### src/rtl/chanlatch_pkg.sv
package chanlatch_pkg;
  localparam int BYTE_W = 8;

  typedef enum logic [1:0] {
    GRP_WR   = 2'd0,
    GRP_RD   = 2'd1,
    GRP_CTL  = 2'd2,
    GRP_NONE = 2'd3
  } grp_e;

  localparam int CTL_MODE_IDX = 0;
  localparam int CTL_GATE_IDX = 1;
  localparam int GATE_BIT     = 0;
endpackage

### src/rtl/chanlatch_decode.sv
module chanlatch_decode
  import chanlatch_pkg::*;
#(
  parameter int BASE_W = 8,
  parameter int IDX_W  = 4,
  localparam int ADDR_W = BASE_W + 2 + IDX_W,
  localparam int DEC_N  = 1 << IDX_W
) (
  input  logic [ADDR_W-1:0] addr,
  input  logic [BASE_W-1:0] base_sw,
  output logic              hit,
  output logic [DEC_N-1:0]  en_wr,
  output logic [DEC_N-1:0]  en_rd,
  output logic [DEC_N-1:0]  en_ctl
);
  grp_e             grp;
  logic [IDX_W-1:0] idx;

  assign hit = (addr[ADDR_W-1 -: BASE_W] == base_sw);
  assign grp = grp_e'(addr[IDX_W +: 2]);
  assign idx = addr[IDX_W-1:0];

  for (genvar k = 0; k < DEC_N; k++) begin : g_dec
    localparam logic [IDX_W-1:0] KV = IDX_W'(k);
    assign en_wr[k]  = hit && (grp == GRP_WR)  && (idx == KV);
    assign en_rd[k]  = hit && (grp == GRP_RD)  && (idx == KV);
    assign en_ctl[k] = hit && (grp == GRP_CTL) && (idx == KV);
  end
endmodule

### src/rtl/chanlatch_bank.sv
module chanlatch_bank
  import chanlatch_pkg::*;
#(
  parameter int NUM = 7,
  localparam int BITS = NUM * BYTE_W
) (
  input  logic            clk,
  input  logic            rst_n,
  input  logic [NUM-1:0]  load_en,
  input  logic [BITS-1:0] d_in,
  output logic [BITS-1:0] q
);
  logic [BITS-1:0] q_nxt;

  for (genvar k = 0; k < NUM; k++) begin : g_lat
    always_comb begin
      q_nxt[k*BYTE_W +: BYTE_W] = q[k*BYTE_W +: BYTE_W];
      if (load_en[k]) begin
        q_nxt[k*BYTE_W +: BYTE_W] = d_in[k*BYTE_W +: BYTE_W];
      end
    end
  end

  always_ff @(posedge clk or negedge rst_n) begin
    if (!rst_n) begin
      q <= '0;
    end else begin
      q <= q_nxt;
    end
  end
endmodule

### src/rtl/chanlatch_rdsel.sv
module chanlatch_rdsel
  import chanlatch_pkg::*;
#(
  parameter int NUM   = 7,
  parameter int DEC_N = 16
) (
  input  logic                  rd_en,
  input  logic [DEC_N-1:0]      en_rd,
  input  logic [NUM*BYTE_W-1:0] q,
  output logic [BYTE_W-1:0]     rdata,
  output logic                  rdata_oe,
  output logic [NUM-1:0]        frozen
);
  always_comb begin
    rdata    = '0;
    rdata_oe = 1'b0;
    frozen   = '0;
    for (int k = 0; k < NUM; k++) begin
      if (rd_en && en_rd[k]) begin
        rdata     = rdata | q[k*BYTE_W +: BYTE_W];
        rdata_oe  = 1'b1;
        frozen[k] = 1'b1;
      end
    end
  end
endmodule

### src/rtl/chanlatch_port.sv
module chanlatch_port
  import chanlatch_pkg::*;
#(
  parameter int BASE_W  = 8,
  parameter int IDX_W   = 4,
  parameter int NUM_WR  = 7,
  parameter int NUM_RD  = 7,
  parameter int NUM_CTL = 2,
  localparam int ADDR_W = BASE_W + 2 + IDX_W,
  localparam int DEC_N  = 1 << IDX_W,
  localparam int WR_BITS  = NUM_WR * BYTE_W,
  localparam int RD_BITS  = NUM_RD * BYTE_W,
  localparam int CTL_BITS = NUM_CTL * BYTE_W
) (
  input  logic                clk,
  input  logic                rst_n,
  input  logic [BASE_W-1:0]   base_sw,
  input  logic [ADDR_W-1:0]   addr,
  input  logic [BYTE_W-1:0]   wdata,
  input  logic                wr_stb,
  input  logic                rd_en,
  output logic [BYTE_W-1:0]   rdata,
  output logic                rdata_oe,
  input  logic [RD_BITS-1:0]  dev_in,
  output logic [WR_BITS-1:0]  dev_out,
  output logic [BYTE_W-1:0]   mode_o
);
  // reset: asynchronous assert, synchronous release
  logic [1:0] rst_sync_q;
  logic       rst_int_n;

  always_ff @(posedge clk or negedge rst_n) begin
    if (!rst_n) begin
      rst_sync_q <= 2'b00;
    end else begin
      rst_sync_q <= {rst_sync_q[0], 1'b1};
    end
  end
  assign rst_int_n = rst_sync_q[1];

  // address window and one-hot enables
  logic             hit;
  logic [DEC_N-1:0] en_wr;
  logic [DEC_N-1:0] en_rd;
  logic [DEC_N-1:0] en_ctl;

  chanlatch_decode #(.BASE_W(BASE_W), .IDX_W(IDX_W)) dec_i (
    .addr    (addr),
    .base_sw (base_sw),
    .hit     (hit),
    .en_wr   (en_wr),
    .en_rd   (en_rd),
    .en_ctl  (en_ctl)
  );

  // write (staging) bank
  logic [NUM_WR-1:0]  wr_load;
  logic [WR_BITS-1:0] wr_q;
  assign wr_load = {NUM_WR{wr_stb}} & en_wr[NUM_WR-1:0];

  chanlatch_bank #(.NUM(NUM_WR)) wr_bank_i (
    .clk     (clk),
    .rst_n   (rst_int_n),
    .load_en (wr_load),
    .d_in    ({NUM_WR{wdata}}),
    .q       (wr_q)
  );

  // control bank
  logic [NUM_CTL-1:0]  ctl_load;
  logic [CTL_BITS-1:0] ctl_q;
  assign ctl_load = {NUM_CTL{wr_stb}} & en_ctl[NUM_CTL-1:0];

  chanlatch_bank #(.NUM(NUM_CTL)) ctl_bank_i (
    .clk     (clk),
    .rst_n   (rst_int_n),
    .load_en (ctl_load),
    .d_in    ({NUM_CTL{wdata}}),
    .q       (ctl_q)
  );

  // read (capture) bank, frozen while addressed by an active read
  logic [NUM_RD-1:0]  rd_frozen;
  logic [RD_BITS-1:0] rd_q;

  chanlatch_bank #(.NUM(NUM_RD)) rd_bank_i (
    .clk     (clk),
    .rst_n   (rst_int_n),
    .load_en (~rd_frozen),
    .d_in    (dev_in),
    .q       (rd_q)
  );

  chanlatch_rdsel #(.NUM(NUM_RD), .DEC_N(DEC_N)) rdsel_i (
    .rd_en    (rd_en),
    .en_rd    (en_rd),
    .q        (rd_q),
    .rdata    (rdata),
    .rdata_oe (rdata_oe),
    .frozen   (rd_frozen)
  );

  // output release and mode lines
  logic gate;
  assign gate    = ctl_q[CTL_GATE_IDX*BYTE_W + GATE_BIT];
  assign dev_out = gate ? wr_q : '0;
  assign mode_o  = ctl_q[CTL_MODE_IDX*BYTE_W +: BYTE_W];
endmodule

### config.mk
export PLATFORM = sky130hd
export DESIGN_NAME = chanlatch_port
export DESIGN_NICKNAME = d
export VERILOG_FILES = /design/src/rtl/chanlatch_pkg.sv /design/src/rtl/chanlatch_decode.sv /design/src/rtl/chanlatch_bank.sv /design/src/rtl/chanlatch_rdsel.sv /design/src/rtl/chanlatch_port.sv
export SDC_FILE = /design/constraint.sdc
export NUM_CORES = 1
export LEC_CHECK = 0
export BUFFER_PORTS_ARGS = -buffer_cell sky130_fd_sc_hd__buf_2
export CAP_MARGIN = 5
export CORE_MARGIN = 2
export CORE_UTILIZATION = 40
export DETAILED_ROUTE_END_ITERATION = 10
export PLACE_DENSITY = 0.7
export SYNTH_ARGS = -nofsm -noshare
export SYNTH_HDL_FRONTEND = slang
export SYNTH_SLANG_ARGS = --single-unit
export TNS_END_PERCENT = 50
### constraint.sdc
create_clock -name clk -period 4.86 [get_ports clk]
set_clock_uncertainty 0.05 [all_clocks]
set_input_delay 0.486 -clock clk [delete_from_list [all_inputs] [get_ports clk]]
set_output_delay 0.486 -clock clk [all_outputs]
set_load 0.1 [all_outputs]
=== Yosys cells after proc, flatten, opt, wreduce, memory -nomap -nowiden ===
Cells that the tools add are included.

* Bits in registers: 123
* Logic and storage cells: 84

* Equality and inequality tests: 9
* Multiplexer cells: 21
* Bitwise operators: 9
* Reductions and logical operators: 28

{| class="wikitable"
|+ Operators by type and width
! cell !! count
|-
| 2-to-1 mux 56 bit || 1
|-
| 2-to-1 mux 8 bit || 7
|-
| OR 8 bit || 6
|-
| logical AND 1 bit || 26
|-
| 2-to-1 mux 1 bit || 13
|-
| == test 4 x 3 -> 1 bit, second input constant || 3
|-
| == test 4 x 2 -> 1 bit, second input constant || 2
|-
| == test 8 bit || 1
|-
| bitwise AND 7 bit || 1
|-
| inverter 7 bit || 1
|-
| == test 4 x 1 -> 1 bit, second input constant || 1
|-
| zero test 4 bit || 1
|-
| bitwise AND 2 bit || 1
|-
| == test 2 x 1 -> 1 bit, second input constant || 1
|-
| == test 2 bit, second input constant || 1
|-
| zero test 2 bit || 1
|}

=== Logic depth before layout (Yosys ltp) ===
* Depth after elaboration: 17
* Mapped depth: 7
* Depth with buffers taken out: 4

=== Hierarchy ===
A second synthesis with hierarchy kept.

* Cell total of the unflattened synthesis: 539
* Area, all modules: 7045.5 um2

{| class="wikitable"
|+ Modules (own cells, without submodules)
! module !! instances !! cells an instance !! area an instance (um2) !! seq. area each (um2)
|-
| chanlatch_bank (rd_bank_i ...) || 2 || 119 || 2321.0 || 1401.3
|-
| chanlatch_decode || 1 || 136 || 829.5 || 0.0
|-
| chanlatch_bank (ctl_bank_i) || 1 || 34 || 663.1 || 400.4
|-
| chanlatch_port || 1 || 81 || 548.0 || 50.0
|-
| chanlatch_rdsel || 1 || 50 || 362.8 || 0.0
|}

=== Worst setup path before layout ===
No wires, ideal clock.

* Kind: in2out
* Start point: input port base_sw[4]
* End point: output port rdata_oe
* Arrival time: 3.778 ns
* Path slack: 0.546 ns
* Cell stages on the path: 6
* Buffers on the path: 2
* Path through: xor2_1 > nor4_1 > buf_4 > buf_8 > nand3_1 > a311oi_1

* Longest elaborated chain between the ends: 11
* Elaborated cells on any way between the ends: 23
* Classes of those cells: eq/ne: 1; mux: 7; reduce/logical: 15

{| class="wikitable"
|+ Ends and longest elaborated chain
! item !! RTL line !! source
|-
| from (decl) || chanlatch_port.sv:17 || <nowiki>input logic [BASE_W-1:0] base_sw,</nowiki>
|-
| == test 8 bit (*) || chanlatch_decode.sv:19 || <nowiki>assign hit = (addr[ADDR_W-1 -: BASE_W] == base_sw);</nowiki>
|-
| logical AND 1 bit (*) || chanlatch_decode.sv:26 || <nowiki>assign en_rd[k] = hit && (grp == GRP_RD) && (idx == KV);</nowiki>
|-
| logical AND 1 bit || chanlatch_decode.sv:26 ||
|-
| logical AND 1 bit || chanlatch_rdsel.sv:19 || <nowiki>if (rd_en && en_rd[k]) begin</nowiki>
|-
| 2-to-1 mux 1 bit (6 in series) || chanlatch_rdsel.sv:19 ||
|-
| 2-to-1 mux 1 bit (*) || chanlatch_rdsel.sv:19 ||
|-
| to (decl) || chanlatch_port.sv:23 || <nowiki>output logic rdata_oe,</nowiki>
|}

Mark *: on every way between the ends. The rest lies on a longest branch, timed or not.

=== Worst setup path after layout ===
* Start point: input port addr[2]
* End point: output port rdata[4]

* Longest elaborated chain between the ends: 16
* Elaborated cells on any way between the ends: 34
* Classes of those cells: eq/ne: 6; mux: 7; bitwise: 6; reduce/logical: 15

{| class="wikitable"
|+ Ends and longest elaborated chain
! item !! RTL line !! source
|-
| from (decl) || chanlatch_port.sv:18 || <nowiki>input logic [ADDR_W-1:0] addr,</nowiki>
|-
| zero test 4 bit || chanlatch_decode.sv:26 ||
|-
| logical AND 1 bit || chanlatch_decode.sv:26 ||
|-
| logical AND 1 bit || chanlatch_rdsel.sv:19 ||
|-
| 2-to-1 mux 8 bit || chanlatch_rdsel.sv:19 ||
|-
| OR 8 bit || chanlatch_rdsel.sv:20 || <nowiki>rdata = rdata | q[k*BYTE_W +: BYTE_W];</nowiki>
|-
| 2-to-1 mux 8 bit || chanlatch_rdsel.sv:19 ||
|-
| OR 8 bit || chanlatch_rdsel.sv:20 ||
|-
| 2-to-1 mux 8 bit || chanlatch_rdsel.sv:19 ||
|-
| OR 8 bit || chanlatch_rdsel.sv:20 ||
|-
| 2-to-1 mux 8 bit || chanlatch_rdsel.sv:19 ||
|-
| OR 8 bit || chanlatch_rdsel.sv:20 ||
|-
| 2-to-1 mux 8 bit || chanlatch_rdsel.sv:19 ||
|-
| OR 8 bit || chanlatch_rdsel.sv:20 ||
|-
| 2-to-1 mux 8 bit || chanlatch_rdsel.sv:19 ||
|-
| OR 8 bit || chanlatch_rdsel.sv:20 ||
|-
| 2-to-1 mux 8 bit (*) || chanlatch_rdsel.sv:19 ||
|-
| to (decl) || chanlatch_port.sv:22 || <nowiki>output logic [BYTE_W-1:0] rdata,</nowiki>
|}

Marked as above.

==> reports/metrics.yaml <==
timing:
  max_clock_freq_mhz: 297.8
  setup_repair_after_global_routing_missed_its_margin: "false"
  fin_tns_setup_ns: 0
  final_hold_viol_count: 0
  timing_max_transition_violations_final: 0
  setup_viol: 0
  tightestPinTransition_ns: 1.102
  slew_headroom_pct: 26.23
  post-route-period-util_pct: 69.10
  finalWorstPathRequiredPeriod_ns: 3.358
finish:
  antenna_cells: 0
  finish.cell_count_without_fillers: 789
  fillers: 1249
  layout.nets: 682
  relative_area_change_from_synthesis_to_final_layout_pct: 26.21
  final_layout_size_suffix_gt1_share_pct: 57.19
  design_area_um2: 7460
yosys:
  synth.most_common_cell: "sky130_fd_sc_hd__mux2_2"
  post_synth_instance_area_um2: 5911
  synth_warn: 0
  synth_fp_nets: 526
  synth_cell_types: 38
  synth_top_area_share_pct: 52.07
  number_of_synthesized_register_bits: 123
  number_of_flops_mapped_to_enable_cells_by_yosys: 0
  async_reset_ff_share_pct: 100.0
  post_synth_most_frequent_cells: "sky130_fd_sc_hd__mux2_2, sky130_fd_sc_hd__dfrtp_1, sky130_fd_sc_hd__and2_1"
  syn_inst: 436
  netlist_top_cells_area: "sky130_fd_sc_hd__dfrtp_1, sky130_fd_sc_hd__mux2_2, sky130_fd_sc_hd__and2_1"
  synth_top_flop_cell: "sky130_fd_sc_hd__dfrtp_1"
  ys_seq_area_share_pct: 52.07
  synth_top_cell_by_area: "sky130_fd_sc_hd__dfrtp_1"
  syn-mean-instance-area_um2: 13.56
drt:
  remaining_drc_errors: 0
  via_count: 4020
  detailedRoute.firstIterationViolations: 168
  detail_route.vias_per_cell: 5.095
  antenna_violating_nets_post_route: 0
  postRouteWirelength_mm: 14.27
  routed_wire_length_per_instance_um: 18.09
  detail_route.first_pass.iterations: 6
worst_setup_path:
  critical_path_arrival_ns: 2.82
  end_kind: "primary output"
  timing.critical_path.slowest_stage_cell: "sky130_fd_sc_hd__nor4bb_2"
  cp-start-kind: "primary input"
  cpLargestDelayFamily: "simple AND/OR/NAND/NOR gates"
  worstSetupPathType: "in2out"
  worst-endpoint-required_ns: 4.32
  timing.critical_path.fanout_max: 27
  worst_path_most_repeated_cell: "sky130_fd_sc_hd__buf_2"
  critPathBufInv: 2
  path_cells: "buf_2 > nor4bb_2 > a222oi_1 > a21oi_1 > buf_2"
  crit_path_max_incr_delay_ns: 1.01
placement:
  placedCellCount: 756
  place_hpwl_mm: 10.49
  buffers_added_on_ports: 162
  finalWeightedCongestion: 0.8375
  place_area_um2: 6819
global_routing:
  maximum_number_of_pins_on_one_net_before_global_route_repair: 66
  global_route.overflow_total: 0
  grt_pass1_wl_mm: 23.12
  globalRouteTotalUtil_pct: 18.97
  vias_in_the_first_global_route: 4291
  antenna_found_initial: 0
worst_hold_path:
  hold_path_class: "in2reg"
run:
  cap_viol_max_count: 0
pwr:
  pd_cells_nw_per_um2: 342.3
  power_frac_clock_pct: 52.2
  sequentialPowerShare_pct: 42.0
  p_total_w: 0.002553
  net-switching-power_w: 0.0005258
  power_leakage_nw: 3.878
  ir_drop_uv: 260.2
  power_report.internal_total_w: 0.002028
  combinationalPowerShare_pct: 5.8
  netSwitchingFraction_pct: 20.59
clocking:
  clkSlewWorstSetupHoldPaths_ns: 0.05
  cts.htree.levels: 4
  insertion_delay_ns: 0.42
  root_buffer: "sky130_fd_sc_hd__clkbuf_16"
  post-cts-setup-buffer-count: 0
  clock-sinks: 123
  tritoncts.num_buffers: 17
  clock_tree.buffer_depth: 2
  cts_tree: "yes"
floorplan:
  dieHeight_um: 125.6
  io-pin-count: 163
  die_area_um2: 15770
  floorplan.initialDensity_pct: 40.82
  dieWidth_um: 125.6
  floorplan.rows: 44
  coreArea_um2: 14480
run_status:
  run_status: "finished, final reports clean"
-- cells by family (layout without fill, tap and decap cells) --
group	count (synthesis)	count (layout)	synth area share, %
mux	140	140	26.46
flops	123	123	52.07
simple gates	107	107	14.01
buf+inv	31	200	3.281
compound gates	26	26	2.921
xor+xnor	8	8	1.185
other cells	1	1	0.06344
-- metrics by stage --
step	hold WS, ns	setup slack (ns)	utilization, %
5_1_grt	0.2333	1.319	51.52
6_report	0.2534	1.502	51.52
3_5_place_dp	0.2243	1.496	47.10
2_1_floorplan	0.1404	0.5460	-
3_3_place_gp	0.2240	1.593	47.10
4_1_cts	0.2308	1.490	51.52
-- cell type report --
type,instances,area (µm²),area share (%)
tap,184,230.2,3.086
clock inverter,7,135.1,1.811
sequential,123,3082,41.31
inverter,1,3.754,0.05032
clock buffer,25,495.5,6.642
timing repair buffer,167,850.8,11.41
multi-input combinational,282,2663,35.69
-- power groups by stage --
stage / Combinational [W] / Sequential [W] / Clock, W
CTS: 0.000150 / 0.00107 / 0.00136
global placement: 0.000144 / 0.00109 / 0
detailed placement: 0.000149 / 0.00109 / 0
global route: 0.000162 / 0.00108 / 0.00141
finish: 0.000147 / 0.00107 / 0.00133
floorplan: 0.0000785 / 0.00109 / 0
-- cell usage in the layout, fill, tap and decap left out, drive strengths merged, types with 4 or more instances in the layout --
cell | netlist | final
a21oi | 11 | 11
and2 | 56 | 56
buf | 23 | 166
bufinv | 0 | 4
clkbuf | 7 | 25
dfrtp | 123 | 123
mux2 | 130 | 130
mux2i | 10 | 10
nand2 | 4 | 4
nand4 | 19 | 19
nor2 | 9 | 9
xor2 | 8 | 8
-- worst paths after layout --
| path | slack (ns) | cells past startpoint | from | end |
|---|---|---|---|---|
| worst max-delay path | 1.50 | 5 | addr[2] | rdata[4] |
| worst min-delay path | 0.25 | 2 | dev_in[14] | rd_bank_i.q[14] |
| worst max register to register | 3.14 | 1 | rst_sync_q[1] | wr_bank_i.q[51] |
| worst min register to register | 0.30 | 0 | rst_sync_q[0] | rst_sync_q[1] |
| max in group asynchronous | 3.14 | 1 | rst_sync_q[1] | wr_bank_i.q[51] |
| min in group asynchronous | 0.33 | 2 | rst_n | rst_sync_q[0] |
-- timing repair --
action	in CTS	in global routing
hold buffers	1	0
resized for setup	0	0
endpoints found under the hold margin	2	0
-- state kept, by name, summed over array words and instances (netlist names) --
name,flops
ctl_bank_i.q,9
rd_bank_i.q,56
wr_bank_i.q,56
rst_sync_q,2
-- routing by layer --
layer | GRT usage, % | part of all wire [%] | vias to the layer above
met5 | 0 | 0 | -
met1 | 24.22 | 44 | 2000
met2 | 31.00 | 49 | 143
li1 | - | - | 1864
met4 | 5.490 | 0.81 | 0
met3 | 6.119 | 6.7 | 13
(Power assumes the default switching activity.)
